### src/rtl/pt_walk_pkg.sv
package pt_walk_pkg;

  // entry flag positions (fixed by the entry format)
  localparam int unsigned PTE_P  = 0;
  localparam int unsigned PTE_RW = 1;
  localparam int unsigned PTE_US = 2;
  localparam int unsigned PTE_A  = 5;
  localparam int unsigned PTE_D  = 6;
  localparam int unsigned PTE_NX = 63;

  typedef enum logic [1:0] {
    ACC_READ  = 2'd0,
    ACC_WRITE = 2'd1,
    ACC_FETCH = 2'd2,
    ACC_RSVD  = 2'd3
  } acc_e;

  typedef enum logic [2:0] {
    FLT_NONE        = 3'd0,
    FLT_NOT_PRESENT = 3'd1,
    FLT_WRITE_PROT  = 3'd2,
    FLT_PRIV        = 3'd3,
    FLT_NO_EXEC     = 3'd4,
    FLT_NONCANON    = 3'd5
  } flt_e;

  typedef enum logic [1:0] {
    ST_IDLE    = 2'd0,
    ST_RD_REQ  = 2'd1,
    ST_RD_WAIT = 2'd2,
    ST_DONE    = 2'd3
  } walk_st_e;

endpackage

### src/rtl/pt_idx_gen.sv
module pt_idx_gen #(
  parameter int VA_W   = 64,
  parameter int PA_W   = 52,
  parameter int IDX_W  = 9,
  parameter int OFS_W  = 12,
  parameter int LEVELS = 4,
  localparam int LVL_W = $clog2(LEVELS)
) (
  input  logic [VA_W-1:0]  va,
  input  logic [LVL_W-1:0] lvl,
  input  logic [PA_W-1:0]  tbl_base,
  output logic [PA_W-1:0]  ent_addr,
  output logic             canon
);

  localparam int VA_USED = OFS_W + IDX_W * LEVELS;
  localparam int PTE_LG  = 3;  // 8-byte entries

  function automatic logic is_canon(input logic [VA_W-1:0] a);
    logic [VA_W-VA_USED:0] hi;
    hi = a[VA_W-1:VA_USED-1];
    return (&hi) | ~(|hi);
  endfunction

  function automatic logic [PA_W-1:0] slot_addr(input logic [PA_W-1:0] b,
                                                input logic [IDX_W-1:0] i);
    return b + {{(PA_W-IDX_W-PTE_LG){1'b0}}, i, {PTE_LG{1'b0}}};
  endfunction

  logic [IDX_W-1:0] idx_arr [LEVELS];

  for (genvar g = 0; g < LEVELS; g++) begin : g_idx
    assign idx_arr[g] = va[OFS_W + IDX_W*g +: IDX_W];
  end

  assign ent_addr = slot_addr(tbl_base, idx_arr[lvl]);
  assign canon    = is_canon(va);

  logic unused_ofs;
  assign unused_ofs = ^va[OFS_W-1:0];

endmodule

### src/rtl/pt_perm_acc.sv
module pt_perm_acc
  import pt_walk_pkg::*;
(
  input  logic clk,
  input  logic rst_n,
  input  logic clr,
  input  logic upd,
  input  logic pte_p,
  input  logic pte_rw,
  input  logic pte_us,
  input  logic pte_nx,
  input  acc_e acc,
  input  logic usr,
  output flt_e reason,
  output logic eff_w,
  output logic eff_u,
  output logic eff_nx
);

  logic acc_w_q, acc_u_q, acc_nx_q;

  assign eff_w  = acc_w_q & pte_rw;
  assign eff_u  = acc_u_q & pte_us;
  assign eff_nx = acc_nx_q | pte_nx;

  always_comb begin
    if (!pte_p)                            reason = FLT_NOT_PRESENT;
    else if (usr && !eff_u)                reason = FLT_PRIV;
    else if (acc == ACC_WRITE && !eff_w)   reason = FLT_WRITE_PROT;
    else if (acc == ACC_FETCH && eff_nx)   reason = FLT_NO_EXEC;
    else                                   reason = FLT_NONE;
  end

  always_ff @(posedge clk or negedge rst_n) begin
    if (!rst_n) begin
      acc_w_q  <= 1'b1;
      acc_u_q  <= 1'b1;
      acc_nx_q <= 1'b0;
    end else if (clr) begin
      acc_w_q  <= 1'b1;
      acc_u_q  <= 1'b1;
      acc_nx_q <= 1'b0;
    end else if (upd) begin
      acc_w_q  <= eff_w;
      acc_u_q  <= eff_u;
      acc_nx_q <= eff_nx;
    end
  end


  w_sticky_chk: assert property (@(posedge clk) disable iff (!rst_n)
    !clr |=> !$rose(acc_w_q));

  u_sticky_chk: assert property (@(posedge clk) disable iff (!rst_n)
    !clr |=> !$rose(acc_u_q));

  nx_sticky_chk: assert property (@(posedge clk) disable iff (!rst_n)
    !clr |=> !$fell(acc_nx_q));

endmodule

### src/rtl/pt_walker.sv
module pt_walker
  import pt_walk_pkg::*;
#(
  parameter int VA_W   = 64,
  parameter int PA_W   = 52,
  parameter int IDX_W  = 9,
  parameter int OFS_W  = 12,
  parameter int LEVELS = 4
) (
  input  logic            clk,
  input  logic            rst_n,
  input  logic [PA_W-1:0] root_base,
  input  logic            req_valid,
  output logic            req_ready,
  input  logic [VA_W-1:0] req_vaddr,
  input  logic [1:0]      req_acc,
  input  logic            req_user,
  output logic            busy,
  output logic            mem_req_valid,
  input  logic            mem_req_ready,
  output logic [PA_W-1:0] mem_req_addr,
  input  logic            mem_rsp_valid,
  input  logic [63:0]     mem_rsp_data,
  output logic            done_valid,
  output logic            done_fault,
  output logic [PA_W-1:0] done_paddr,
  output logic            done_writable,
  output logic            done_user,
  output logic            done_nx,
  output logic            done_accessed,
  output logic            done_dirty,
  output logic [VA_W-1:0] flt_vaddr,
  output logic [1:0]      flt_level,
  output logic [2:0]      flt_reason
);

  localparam int LVL_W = $clog2(LEVELS);
  localparam int CNT_W = LVL_W + 1;
  localparam logic [LVL_W-1:0] TOP_LVL = LVL_W'(LEVELS - 1);

  function automatic logic [PA_W-1:0] next_base(input logic [63:0] pte);
    return {pte[PA_W-1:OFS_W], {OFS_W{1'b0}}};
  endfunction

  function automatic logic [PA_W-1:0] leaf_pa(input logic [63:0] pte,
                                              input logic [VA_W-1:0] a);
    return {pte[PA_W-1:OFS_W], a[OFS_W-1:0]};
  endfunction

  walk_st_e         st_q;
  logic [VA_W-1:0]  va_q;
  acc_e             acc_q;
  logic             usr_q;
  logic [PA_W-1:0]  base_q;
  logic [LVL_W-1:0] lvl_q;

  logic             res_fault;
  flt_e             res_reason;
  logic [LVL_W-1:0] res_level;
  logic [PA_W-1:0]  res_paddr;
  logic             res_w, res_u, res_nx, res_a, res_d;

  // named internal events
  logic req_fire, rd_fire, rsp_fire, walk_start;
  logic [VA_W-1:0] va_sel;
  logic [PA_W-1:0] slot_addr_w;
  logic va_canon;
  flt_e chk_reason;
  logic chk_w, chk_u, chk_nx;

  assign req_ready  = (st_q == ST_IDLE);
  assign busy       = (st_q != ST_IDLE);
  assign req_fire   = req_valid && req_ready;
  assign mem_req_valid = (st_q == ST_RD_REQ);
  assign rd_fire    = mem_req_valid && mem_req_ready;
  assign rsp_fire   = (st_q == ST_RD_WAIT) && mem_rsp_valid;
  assign va_sel     = (st_q == ST_IDLE) ? req_vaddr : va_q;
  assign walk_start = req_fire && va_canon;

  pt_idx_gen #(
    .VA_W(VA_W), .PA_W(PA_W), .IDX_W(IDX_W), .OFS_W(OFS_W), .LEVELS(LEVELS)
  ) u_idx (
    .va       (va_sel),
    .lvl      (lvl_q),
    .tbl_base (base_q),
    .ent_addr (slot_addr_w),
    .canon    (va_canon)
  );

  pt_perm_acc u_perm (
    .clk    (clk),
    .rst_n  (rst_n),
    .clr    (req_fire),
    .upd    (rsp_fire),
    .pte_p  (mem_rsp_data[PTE_P]),
    .pte_rw (mem_rsp_data[PTE_RW]),
    .pte_us (mem_rsp_data[PTE_US]),
    .pte_nx (mem_rsp_data[PTE_NX]),
    .acc    (acc_q),
    .usr    (usr_q),
    .reason (chk_reason),
    .eff_w  (chk_w),
    .eff_u  (chk_u),
    .eff_nx (chk_nx)
  );

  assign mem_req_addr = slot_addr_w;

  always_ff @(posedge clk or negedge rst_n) begin
    if (!rst_n) begin
      st_q       <= ST_IDLE;
      va_q       <= '0;
      acc_q      <= ACC_READ;
      usr_q      <= 1'b0;
      base_q     <= '0;
      lvl_q      <= '0;
      res_fault  <= 1'b0;
      res_reason <= FLT_NONE;
      res_level  <= '0;
      res_paddr  <= '0;
      res_w      <= 1'b0;
      res_u      <= 1'b0;
      res_nx     <= 1'b0;
      res_a      <= 1'b0;
      res_d      <= 1'b0;
    end else begin
      unique case (st_q)
        ST_IDLE: begin
          if (req_fire) begin
            va_q   <= req_vaddr;
            acc_q  <= acc_e'(req_acc);
            usr_q  <= req_user;
            base_q <= {root_base[PA_W-1:OFS_W], {OFS_W{1'b0}}};
            lvl_q  <= TOP_LVL;
            if (walk_start) begin
              res_fault  <= 1'b0;
              res_reason <= FLT_NONE;
              st_q       <= ST_RD_REQ;
            end else begin
              res_fault  <= 1'b1;
              res_reason <= FLT_NONCANON;
              res_level  <= TOP_LVL;
              st_q       <= ST_DONE;
            end
          end
        end
        ST_RD_REQ: begin
          if (rd_fire) st_q <= ST_RD_WAIT;
        end
        ST_RD_WAIT: begin
          if (rsp_fire) begin
            if (chk_reason != FLT_NONE) begin
              res_fault  <= 1'b1;
              res_reason <= chk_reason;
              res_level  <= lvl_q;
              st_q       <= ST_DONE;
            end else if (lvl_q == '0) begin
              res_paddr <= leaf_pa(mem_rsp_data, va_q);
              res_w     <= chk_w;
              res_u     <= chk_u;
              res_nx    <= chk_nx;
              res_a     <= mem_rsp_data[PTE_A];
              res_d     <= mem_rsp_data[PTE_D];
              st_q      <= ST_DONE;
            end else begin
              base_q <= next_base(mem_rsp_data);
              lvl_q  <= lvl_q - 1'b1;
              st_q   <= ST_RD_REQ;
            end
          end
        end
        default: st_q <= ST_IDLE;
      endcase
    end
  end

  assign done_valid    = (st_q == ST_DONE);
  assign done_fault    = res_fault;
  assign done_paddr    = res_paddr;
  assign done_writable = res_w;
  assign done_user     = res_u;
  assign done_nx       = res_nx;
  assign done_accessed = res_a;
  assign done_dirty    = res_d;
  assign flt_vaddr     = va_q;
  assign flt_level     = 2'(res_level);
  assign flt_reason    = res_reason;

  logic unused_bits;
  assign unused_bits = ^{mem_rsp_data[62:PA_W], mem_rsp_data[OFS_W-1:7],
                         mem_rsp_data[4:3], root_base[OFS_W-1:0]};

  // read counter for the checks below
  logic [CNT_W-1:0] rd_cnt;
  always_ff @(posedge clk or negedge rst_n) begin
    if (!rst_n)        rd_cnt <= '0;
    else if (req_fire) rd_cnt <= '0;
    else if (rd_fire)  rd_cnt <= rd_cnt + 1'b1;
  end


  noncanon_fast_chk: assert property (@(posedge clk) disable iff (!rst_n)
    req_fire && !va_canon |=> done_valid && done_fault &&
      flt_reason == FLT_NONCANON && !mem_req_valid);

  rd_limit_chk: assert property (@(posedge clk) disable iff (!rst_n)
    rd_cnt <= CNT_W'(LEVELS));

  full_walk_chk: assert property (@(posedge clk) disable iff (!rst_n)
    done_valid && !done_fault |-> rd_cnt == CNT_W'(LEVELS));

  entry_align_chk: assert property (@(posedge clk) disable iff (!rst_n)
    mem_req_valid |-> mem_req_addr[2:0] == 3'b000);

  leaf_offset_chk: assert property (@(posedge clk) disable iff (!rst_n)
    done_valid && !done_fault |-> done_paddr[OFS_W-1:0] == flt_vaddr[OFS_W-1:0]);

  absent_stop_chk: assert property (@(posedge clk) disable iff (!rst_n)
    rsp_fire && !mem_rsp_data[PTE_P] |=> done_valid && done_fault &&
      flt_reason == FLT_NOT_PRESENT);

  req_hold_chk: assert property (@(posedge clk) disable iff (!rst_n)
    mem_req_valid && !mem_req_ready |=> mem_req_valid && $stable(mem_req_addr));

  done_pulse_chk: assert property (@(posedge clk) disable iff (!rst_n)
    done_valid |=> !done_valid && !busy);

endmodule

### config.mk
export PLATFORM = sky130hd
export DESIGN_NAME = pt_walker
export DESIGN_NICKNAME = d
export VERILOG_FILES = /design/src/rtl/pt_walk_pkg.sv /design/src/rtl/pt_idx_gen.sv /design/src/rtl/pt_perm_acc.sv /design/src/rtl/pt_walker.sv
export SDC_FILE = /design/constraint.sdc
export NUM_CORES = 1
export LEC_CHECK = 0
export BUFFER_PORTS_ARGS = -buffer_cell sky130_fd_sc_hd__buf_4
export CAP_MARGIN = 40
export CORE_AREA = 5 5 142 144
export CTS_CLUSTER_SIZE = 14
export DETAILED_ROUTE_END_ITERATION = 6
export DIE_AREA = 0 0 147 149
export GPL_TIMING_DRIVEN = 0
export PLACE_DENSITY = 0.84
export SYNTH_ARGS = -nofsm -noshare
export SYNTH_HDL_FRONTEND = slang
export SYNTH_SLANG_ARGS = --single-unit
### constraint.sdc
create_clock -name clk -period 2.7 [get_ports clk]
set_input_delay 0.135 -clock clk [delete_from_list [all_inputs] [get_ports clk]]
set_output_delay 0.135 -clock clk [all_outputs]
set_load 0.005 [all_outputs]
==> After elaboration in Yosys (flattened, before gate mapping) <==
Index checks and enable logic that the tools add are counted.
{ "classes": {"add_sub_neg": 2, "mul": 0, "n_div": 0, "magnitude_cmp": 1, "n_eq_ne": 12, "shifts": 0, "mux": 46, "n_bitwise": 7, "reduce_logical": 23} }
{ "ops": {"columns": ["operator", "count"], "rows": [
  ["52-bit two-way mux", 4],
  ["52-bit one-hot mux with 2 select lines", 1],
  ["64-bit two-way mux", 1],
  ["52-bit by 12-bit adder with 52-bit output", 1],
  ["2-bit two-way mux", 14],
  ["3-bit two-way mux", 8],
  ["9-bit binary-select mux with 2-bit select", 1],
  ["9-bit two-way mux", 2],
  ["17-bit AND reduction", 1],
  ["17-bit OR reduction", 1],
  ["1-bit two-way mux", 10],
  ["5-bit AND reduction", 2],
  ["2-bit != test (second input constant)", 4],
  ["2-bit one-hot mux with 2 select lines", 2],
  ["4-bit AND reduction", 2],
  ["1-bit logical AND", 7],
  ["2-bit == test (second input constant)", 3],
  ["2-bit by 1-bit != test with 1-bit output (second input constant)", 3],
  ["2-bit one-hot mux with 3 select lines", 1],
  ["3-bit one-hot mux with 2 select lines", 1],
  ["2-bit nonzero test", 3],
  ["2-bit by 1-bit == test with 1-bit output (second input constant)", 2],
  ["2-bit zero test", 2],
  ["3-bit >= comparator (second input constant)", 1],
  ["other kinds (10)", 14]
]} }
{ "word_totals": {"reg_bits": 189, "latchBits": 0, "ram_bits": 0, "romBits": 0, "input_bits": 188, "output_inout_bits": 183, "n_memories": 0} }

==> Logic depth before layout (Yosys ltp) <==
Gate-level depths: netlist of the first run.
{ "depth": {"depth_word": 10, "ltp_mapped": 9, "mapped_depth_nobuf": 6} }

==> Hierarchy <==
From an unflattened synthesis of the first run, not the netlist that was laid out.
{ "hier_totals": {"cells_unflattened": 727, "area_unflattened_um2": 9574.2} }
{ "by_module_without_submodules": {"columns": ["module", "n_inst", "cells_each", "area_per_inst_um2"], "rows": [
  ["pt_walker", 1, 520, 7876.3],
  ["pt_idx_gen", 1, 189, 1501.4],
  ["pt_perm_acc", 1, 18, 196.4]
]} }

==> Least setup slack after synthesis of the first run <==
OpenSTA, ideal clock, no wires.
{ "synth_path": {"path_kind": "flip-flop to flip-flop", "startpoint": "register lvl_q[0]", "endpoint": "register base_q[15]", "setup_time_ps": 137, "arrival_time_ps": 2337, "required_ps": 2563, "slack_ps": 225, "stages_incl_launch_ff": 10, "n_path_buf": 4, "cell_sequence": "dfrtp_1 > clkbuf_1 > clkbuf_1 > inv_1 > ha_1 > or4_1 > buf_2 > buf_6 > o22ai_1 > a2bb2oi_1"} }
{ "synth_via": {"elab_chain_cells": 3} }
{ "synth_rtl": {"columns": ["element", "line", "source"], "rows": [
  ["start, declared", "pt_walker.sv:55", "logic [LVL_W-1:0] lvl_q;"],
  ["start signal, assigned", "pt_walker.sv:167", "lvl_q <= lvl_q - 1'b1;"],
  ["2-bit zero test", "pt_walker.sv:157", "end else if (lvl_q == '0) begin"],
  ["2-bit != test (no line)", null, null],
  ["5-bit AND reduction (no line)", null, null],
  ["end signal, assigned", "pt_walker.sv:133", "base_q <= {root_base[PA_W-1:OFS_W], {OFS_W{1'b0}}};"],
  ["end signal, assigned", "pt_walker.sv:166", "base_q <= next_base(mem_rsp_data);"],
  ["end, declared", "pt_walker.sv:54", "logic [PA_W-1:0] base_q;"]
]} }
Every way passes these cells.
A chain may end at the register's enable or synchronous reset.

==> Worst setup path in the final report of the first run <==
{ "layout_path": {"startpoint": "register lvl_q[0]", "endpoint": "register base_q[17]"} }
The elaborated chain is that of the path after synthesis.

==> flow_metrics.py, run 1 <==
metrics = {
    "synthesis": {
        "ys_seq_area_frac": 0.570,
        "synth.distinct_cells": 42,
        "synthCells": 690,
        "yosysWarnings": 0,
        "syn-cell-area_sq_um": 7770,
        "ys_ff_latch": 177,
        "syn_avg_cell_area_sq_um": 11.3,
    },
    "routing": {
        "via_per_inst": 5.33,
        "vias": 7527,
        "first_iter_violations": 399,
        "ant_nets": 0,
        "dr.pass1.iters": 5,
        "wire_per_inst_um": 20.0,
        "routed_wl_um": 28300,
        "drc": 0,
    },
    "clock_tree": {
        "cts-root-buf": "clkbuf_16",
        "clock_latency_ns": 0.42,
        "path_clk_slew_ns": 0.07,
        "cts_buffers": 17,
        "clockBufferDepth": 2,
        "cts_tree": "done",
        "cts.sinks": 177,
        "h-tree-depth": 4,
    },
    "power": {
        "p_leak_nw": 6.31,
        "internal_power_mw": 7.70,
        "ir_drop_mv": 0.611,
        "p_switching_mw": 4.20,
        "sequentialPowerShare": 0.349,
        "power_density_nw_per_um2": 959,
        "clock_power_share": 0.217,
        "swShare": 0.353,
        "combPwrFrac": 0.434,
    },
    "floorplan": {
        "num_rows": 50,
        "die-width_um": 147,
        "core-area_sq_um": 18600,
        "initial_core_util": 0.418,
        "ioPinCount": 371,
        "die_area_sq_um": 21900,
        "die_y_um": 149,
    },
    "placement": {
        "io_buffers": 337,
        "place_congestion": 0.888,
        "pre_cts_slack_ns": -0.486,
        "dpl.hpwl_um": 19900,
        "numPlacedInstances": 1264,
    },
    "sta": {
        "drv_slew": 0,
        "hold_violations": 0,
        "fin_worst_skew_ns": 0.00950,
        "fmax_ghz": 0.388,
        "rsz0062_at_grt": "false",
        "setup_violations": 0,
        "setup_tns_ns": 0,
        "slew_headroom": 0.437,
        "fin_crit_sh": 0.956,
        "setup_ws_ns": 0.120,
        "min_period_ns": 2.58,
        "tightest_slew_ns": 0.843,
    },
    "critical_path": {
        "rr_worst_depth": 8,
        "critical_path_arrival_ns": 2.86,
        "cpLargestDelayFamily": "buffers and inverters",
        "max_stage_delay_ns": 0.52,
        "end_kind": "register",
        "path_max_fanout": 10,
        "path_cells": "clkbuf_4, inv_1, ha_1, or4_1, buf_2, buf_6, o22ai_1, a2bb2oi_1",
        "cp.depth": 8,
        "critPathSlowestCell": "dfrtp_2",
        "path_buf_inv": 4,
        "cp.required_ns": 2.98,
        "crit_type": "reg -> reg",
        "crit_path_start_kind": "register",
    },
    "global_routing": {
        "antenna_found_initial": 1,
        "grt_max_degree": 100,
        "overflow": 0,
        "grt_first_pass_wirelength_um": 43300,
        "grt_pass1_vias": 8059,
        "track_usage": 0.250,
    },
    "run": {
        "maxCapViolations": 0,
    },
    "layout": {
        "finalNonFillerCells": 1411,
        "fin_util": 0.668,
        "area_growth_pct": 59.7,
        "drive_gt1_frac": 0.423,
        "nets": 1352,
    },
    "run_status": {
        "status": "finished clean",
    },
    "min_path": {
        "hold_depth": 3,
        "hp-class": "in -> reg",
    },
}
==> path summary, 6_finish.rpt <==
check / slack, ns / from / endpoint
worst min register to register: 0.48 / flt_vaddr[63] / flt_vaddr[63]
worst max register to register: 0.12 / lvl_q[0] / base_q[17]
min in group asynchronous: 0.26 / rst_n / flt_vaddr[49]
worst min-delay path: 0.04 / mem_rsp_valid / u_perm.acc_nx_q
worst max-delay path: 0.12 / lvl_q[0] / base_q[17]
max in group asynchronous: 1.52 / rst_n / done_paddr[31]
==> synthesized netlist by cell type <==
cell type	count	share of area
mux4_2	18	0.052
clkbuf_1	17	0.0082
nor3_2	2	0.0026
ha_1	1	0.0016
buf_1	4	0.0019
nor4_1	3	0.0024
nand2b_1	3	0.0024
a21boi_0	1	0.00097
nor2b_1	3	0.0024
o22ai_1	23	0.019
a21o_1	3	0.0029
or4_1	3	0.0029
o22ai_2	17	0.027
mux2_2	54	0.078
dfrtp_1	175	0.56
o31a_1	3	0.0034
buf_2	16	0.010
nand4b_1	1	0.0011
a2bb2oi_1	40	0.045
a21oi_1	4	0.0026
nand4_1	5	0.0040
nor2_1	10	0.0048
a31o_2	2	0.0023
inv_1	6	0.0029
and2_1	1	0.00081
conb_1	1	0.00048
nor3_1	2	0.0013
o21a_1	1	0.00097
a31oi_1	3	0.0024
mux2i_1	3	0.0039
o21ai_1	1	0.00064
buf_6	4	0.0058
or2_2	1	0.00081
nand2_1	237	0.11
o22a_1	1	0.0011
o21ai_0	6	0.0039
buf_4	9	0.0087
a22o_1	1	0.0011
dfstp_2	2	0.0068
nor3b_1	1	0.00097
nand3_1	1	0.00064
a22oi_1	1	0.00097
==> power by group through the flow <==
stage | Combinational [mW] | Sequential (mW) | Clock, mW
after floorplan | 2.43 | 4.09 | 0
after global placement | 4.84 | 4.08 | 0
after detailed placement | 4.98 | 4.13 | 0
after CTS | 5.11 | 4.11 | 2.63
after global routing | 5.59 | 4.24 | 2.74
final | 5.17 | 4.15 | 2.58
==> cells by family after synthesis <==
family	synth area share
compound gates	0.114
fa+ha+maj	0.00161
buf+inv	0.0378
flops	0.570
mux	0.134
other cells	0.000482
simple gates	0.142
==> what timing repair did <==
| action | CTS | global route |
|---|---|---|
| resized for setup | 2 | 4 |
| setup buffers | 0 | 0 |
| cloned | 0 | 0 |
| endpoints found under the setup margin | 98 | 9 |
| endpoints found under the hold margin | 192 | 0 |
| hold buffers | 115 | 0 |
==> routing by layer <==
layer / wire [um] / GRT usage / share of wire
met1: 10400 / 0.288 / 0.37
met2: 14200 / 0.426 / 0.50
met3: 2270 / 0.0665 / 0.080
met4: 1490 / 0.138 / 0.053
met5: 0 / 0 / 0
==> cell usage in the layout (no fill, tap or decap), drive strengths merged, types with 4 or more instances in the layout <==
| master | count |
|---|---|
| buf | 369 |
| nand2 | 237 |
| dfrtp | 175 |
| dlygate4sd3 | 115 |
| mux2 | 54 |
| a2bb2oi | 40 |
| o22ai | 40 |
| clkbuf | 36 |
| mux4 | 18 |
| nor2 | 10 |
| inv | 10 |
| o21ai | 7 |
| nand4 | 5 |
| clkinv | 5 |
| a21oi | 4 |
| nor3 | 4 |
==> worst register-to-register path, delay by kind of cell, from the launching register on <==
| family | cells | cell delay (ns) |
|---|---|---|
| compound gates | 2 | 0.36 |
| fa+ha+maj | 1 | 0.25 |
| buf+inv | 4 | 0.80 |
| flops | 1 | 0.52 |
| simple gates | 1 | 0.51 |
==> stage by stage <==
step           hold slack (ns)  instance area, sq um  power [mW]
2_1_floorplan           -0.161                  7780        6.51
3_3_place_gp             0.326                 10600        8.93
3_5_place_dp             0.150                 10600        9.11
4_1_cts                 0.0172                 12400        11.9
5_1_grt                 0.0285                 12400        12.6
6_report                0.0407                 12400        11.9
==> registers in the layout, summed over array words and instances (netlist names) <==
name,count
acc_q,2
base_q,40
done_accessed,1
done_dirty,1
done_fault,1
done_nx,1
done_paddr,52
done_user,1
done_writable,1
flt_level,2
flt_reason,3
flt_vaddr,64
lvl_q,2
st_q,2
u_perm.acc_nx_q,1
u_perm.acc_u_q,1
u_perm.acc_w_q,1
usr_q,1
==> cell type report <==
cell class / count / area (sq um)
diodes: 1 / 2.50
plain buffers: 49 / 277
clock buffers: 18 / 439
clock inverters: 14 / 176
fillers: 1280 / 6170
inverters: 6 / 22.5
multi-input cells: 459 / 3060
flip-flops and latches: 177 / 4430
well taps: 234 / 293
repair buffers: 453 / 3720
(Power assumes the default switching activity.)
==> run 2: changes to the inputs <==
--- a/config.mk
+++ b/config.mk
@@ -13,6 +13,7 @@
 export DIE_AREA = 0 0 147 149
 export GPL_TIMING_DRIVEN = 0
 export PLACE_DENSITY = 0.84
+export RECOVER_POWER = 25
 export SYNTH_ARGS = -nofsm -noshare
 export SYNTH_HDL_FRONTEND = slang
 export SYNTH_SLANG_ARGS = --single-unit
==> run 2 against run 1 <==
Against the previous run: the run now ends with capacitance limit, slew limit left; sequential power is essentially flat; utilization shrank 0.42 points; global-route usage is the same; via count grew 0.32%; total power shrank 0.82%; clock-buffer cell count is the same; maximum frequency grew 0.62%; largest cell class unchanged.
==> flow_metrics.py, run 2 (synthesis results as in run 1) <==
metrics = {
    "routing": {
        "first_iter_violations": 424,
        "routed_wl_um": 28200,
        "dr.pass1.iters": 4,
        "vias": 7551,
        "ant_nets": 0,
        "via_per_inst": 5.35,
        "wire_per_inst_um": 20.0,
        "drc": 0,
    },
    "floorplan": {
        "initial_core_util": 0.418,
        "num_rows": 50,
        "core-area_sq_um": 18600,
        "die_area_sq_um": 21900,
        "ioPinCount": 371,
        "die-width_um": 147,
        "die_y_um": 149,
    },
    "sta": {
        "fin_worst_skew_ns": 0.00992,
        "fmax_ghz": 0.390,
        "setup_ws_ns": 0.136,
        "fin_crit_sh": 0.950,
        "rsz0062_at_grt": "false",
        "slew_headroom": -0.337,
        "hold_violations": 0,
        "whs_ns": 0.0404,
        "setup_violations": 0,
        "tightest_slew_ns": 2.01,
        "min_period_ns": 2.56,
        "drv_slew": 79,
    },
    "global_routing": {
        "grt_busiest_layer": "met2",
        "overflow": 0,
        "track_usage": 0.250,
        "grt_max_degree": 100,
        "met3_usage": 0.0665,
        "grt_first_pass_wirelength_um": 43300,
        "grt_pass1_vias": 8059,
        "antenna_found_initial": 1,
        "use_met2": 0.426,
        "met1_usage": 0.288,
    },
    "clock_tree": {
        "cts-root-buf": "clkbuf_16",
        "cts_tree": "done",
        "cts.sinks": 177,
        "cts_buffers": 17,
        "h-tree-depth": 4,
        "path_clk_slew_ns": 0.07,
        "clockBufferDepth": 2,
        "clock_latency_ns": 0.42,
    },
    "placement": {
        "pre_cts_slack_ns": -0.486,
        "placed_area_sq_um": 10600,
        "numPlacedInstances": 1264,
        "place_congestion": 0.888,
        "io_buffers": 337,
        "dpl.hpwl_um": 19900,
    },
    "power": {
        "ir_drop_mv": 0.613,
        "power_density_nw_per_um2": 957,
        "power.total_mw": 11.8,
        "p_leak_nw": 6.22,
    },
    "layout": {
        "fillCellCount": 1300,
        "area_growth_pct": 58.7,
        "finalNonFillerCells": 1411,
        "nets": 1352,
        "largest_reg_flops": 64,
        "layout_commonest_cell": "buf_4",
        "fin_area_sq_um": 12300,
        "layout_common_cells": "buf_4, nand2_1, dfrtp_1",
        "drive_gt1_frac": 0.407,
    },
    "critical_path": {
        "path_max_fanout": 10,
        "critical_path_arrival_ns": 2.84,
        "r2r_slack_ns": 0.14,
        "crit_path_start_kind": "register",
        "crit_type": "reg -> reg",
        "end_kind": "register",
        "critPathSlowestCell": "dfrtp_2",
        "max_stage_delay_ns": 0.51,
        "cpLargestDelayFamily": "buffers and inverters",
        "path_cells": "clkbuf_4, inv_1, ha_1, or4_1, buf_2, buf_6, o22ai_1, a2bb2oi_1",
        "path_buf_inv": 4,
        "cp.required_ns": 2.98,
    },
    "run_status": {
        "status": "finished with violations",
        "violations": "capacitance limit, slew limit",
    },
    "min_path": {
        "hp-class": "in -> reg",
    },
    "run": {
        "maxCapViolations": 1,
    },
}
-- run 2: path summary, 6_finish.rpt --
path / startpoint / end / depth (start not counted)
max: lvl_q[0] / base_q[17] / 8
min: mem_rsp_valid / u_perm.acc_nx_q / 3
max reg2reg: lvl_q[0] / base_q[17] / 8
min reg2reg: flt_vaddr[63] / flt_vaddr[63] / 2
max in group asynchronous: rst_n / done_paddr[31] / 3
min in group asynchronous: rst_n / flt_vaddr[49] / 2
-- run 2: where the power goes --
| group | switching [mW] | internal [mW] |
|---|---|---|
| Clock | 1.08 | 1.50 |
| Combinational | 2.48 | 2.60 |
| Sequential | 0.636 | 3.51 |
| Total | 4.20 | 7.61 |
-- run 2: through the flow --
stage / utilization / TNS (ns)
floorplan: - / 0
global placement: 0.571 / -21.22
detailed placement: 0.573 / -23.35
CTS: 0.668 / 0
global route: 0.664 / 0
finish: 0.664 / 0
-- run 2: per-layer routing --
metal / part of all wire / vias up
met5: 0 / -
met4: 0.052 / 0
met3: 0.081 / 95
met2: 0.50 / 423
met1: 0.37 / 3687
li1: - / 3346
-- run 2: worst register-to-register path, cell delays in order (launching register included) --
cell and delay, ns:
dfrtp_2 0.51, clkbuf_4 0.30, inv_1 0.12, ha_1 0.25, or4_1 0.51, buf_2 0.20, buf_6 0.18, o22ai_1 0.25
a2bb2oi_1 0.12
-- run 2: layout make-up --
class,count,area [sq um],area share
Sequential cell,177,4430,0.359
Timing Repair Buffer,453,3640,0.295
Multi-Input combinational cell,459,3060,0.248
Clock buffer,18,439,0.0356
Tap cell,234,293,0.0237
Buffer,49,277,0.0224
Clock inverter,14,176,0.0143
Inverter,6,22.5,0.00183
Antenna cell,1,2.50,0.000203
-- run 2: repair_timing --
action / 4_1_cts / 5_1_grt
setup endpoints to repair: 98 / 9
resized for setup: 2 / 4
buffers inserted: 0 / 0
endpoints found under the hold margin: 192 / 0
hold buffers: 115 / 0
pin swaps: 0 / 0
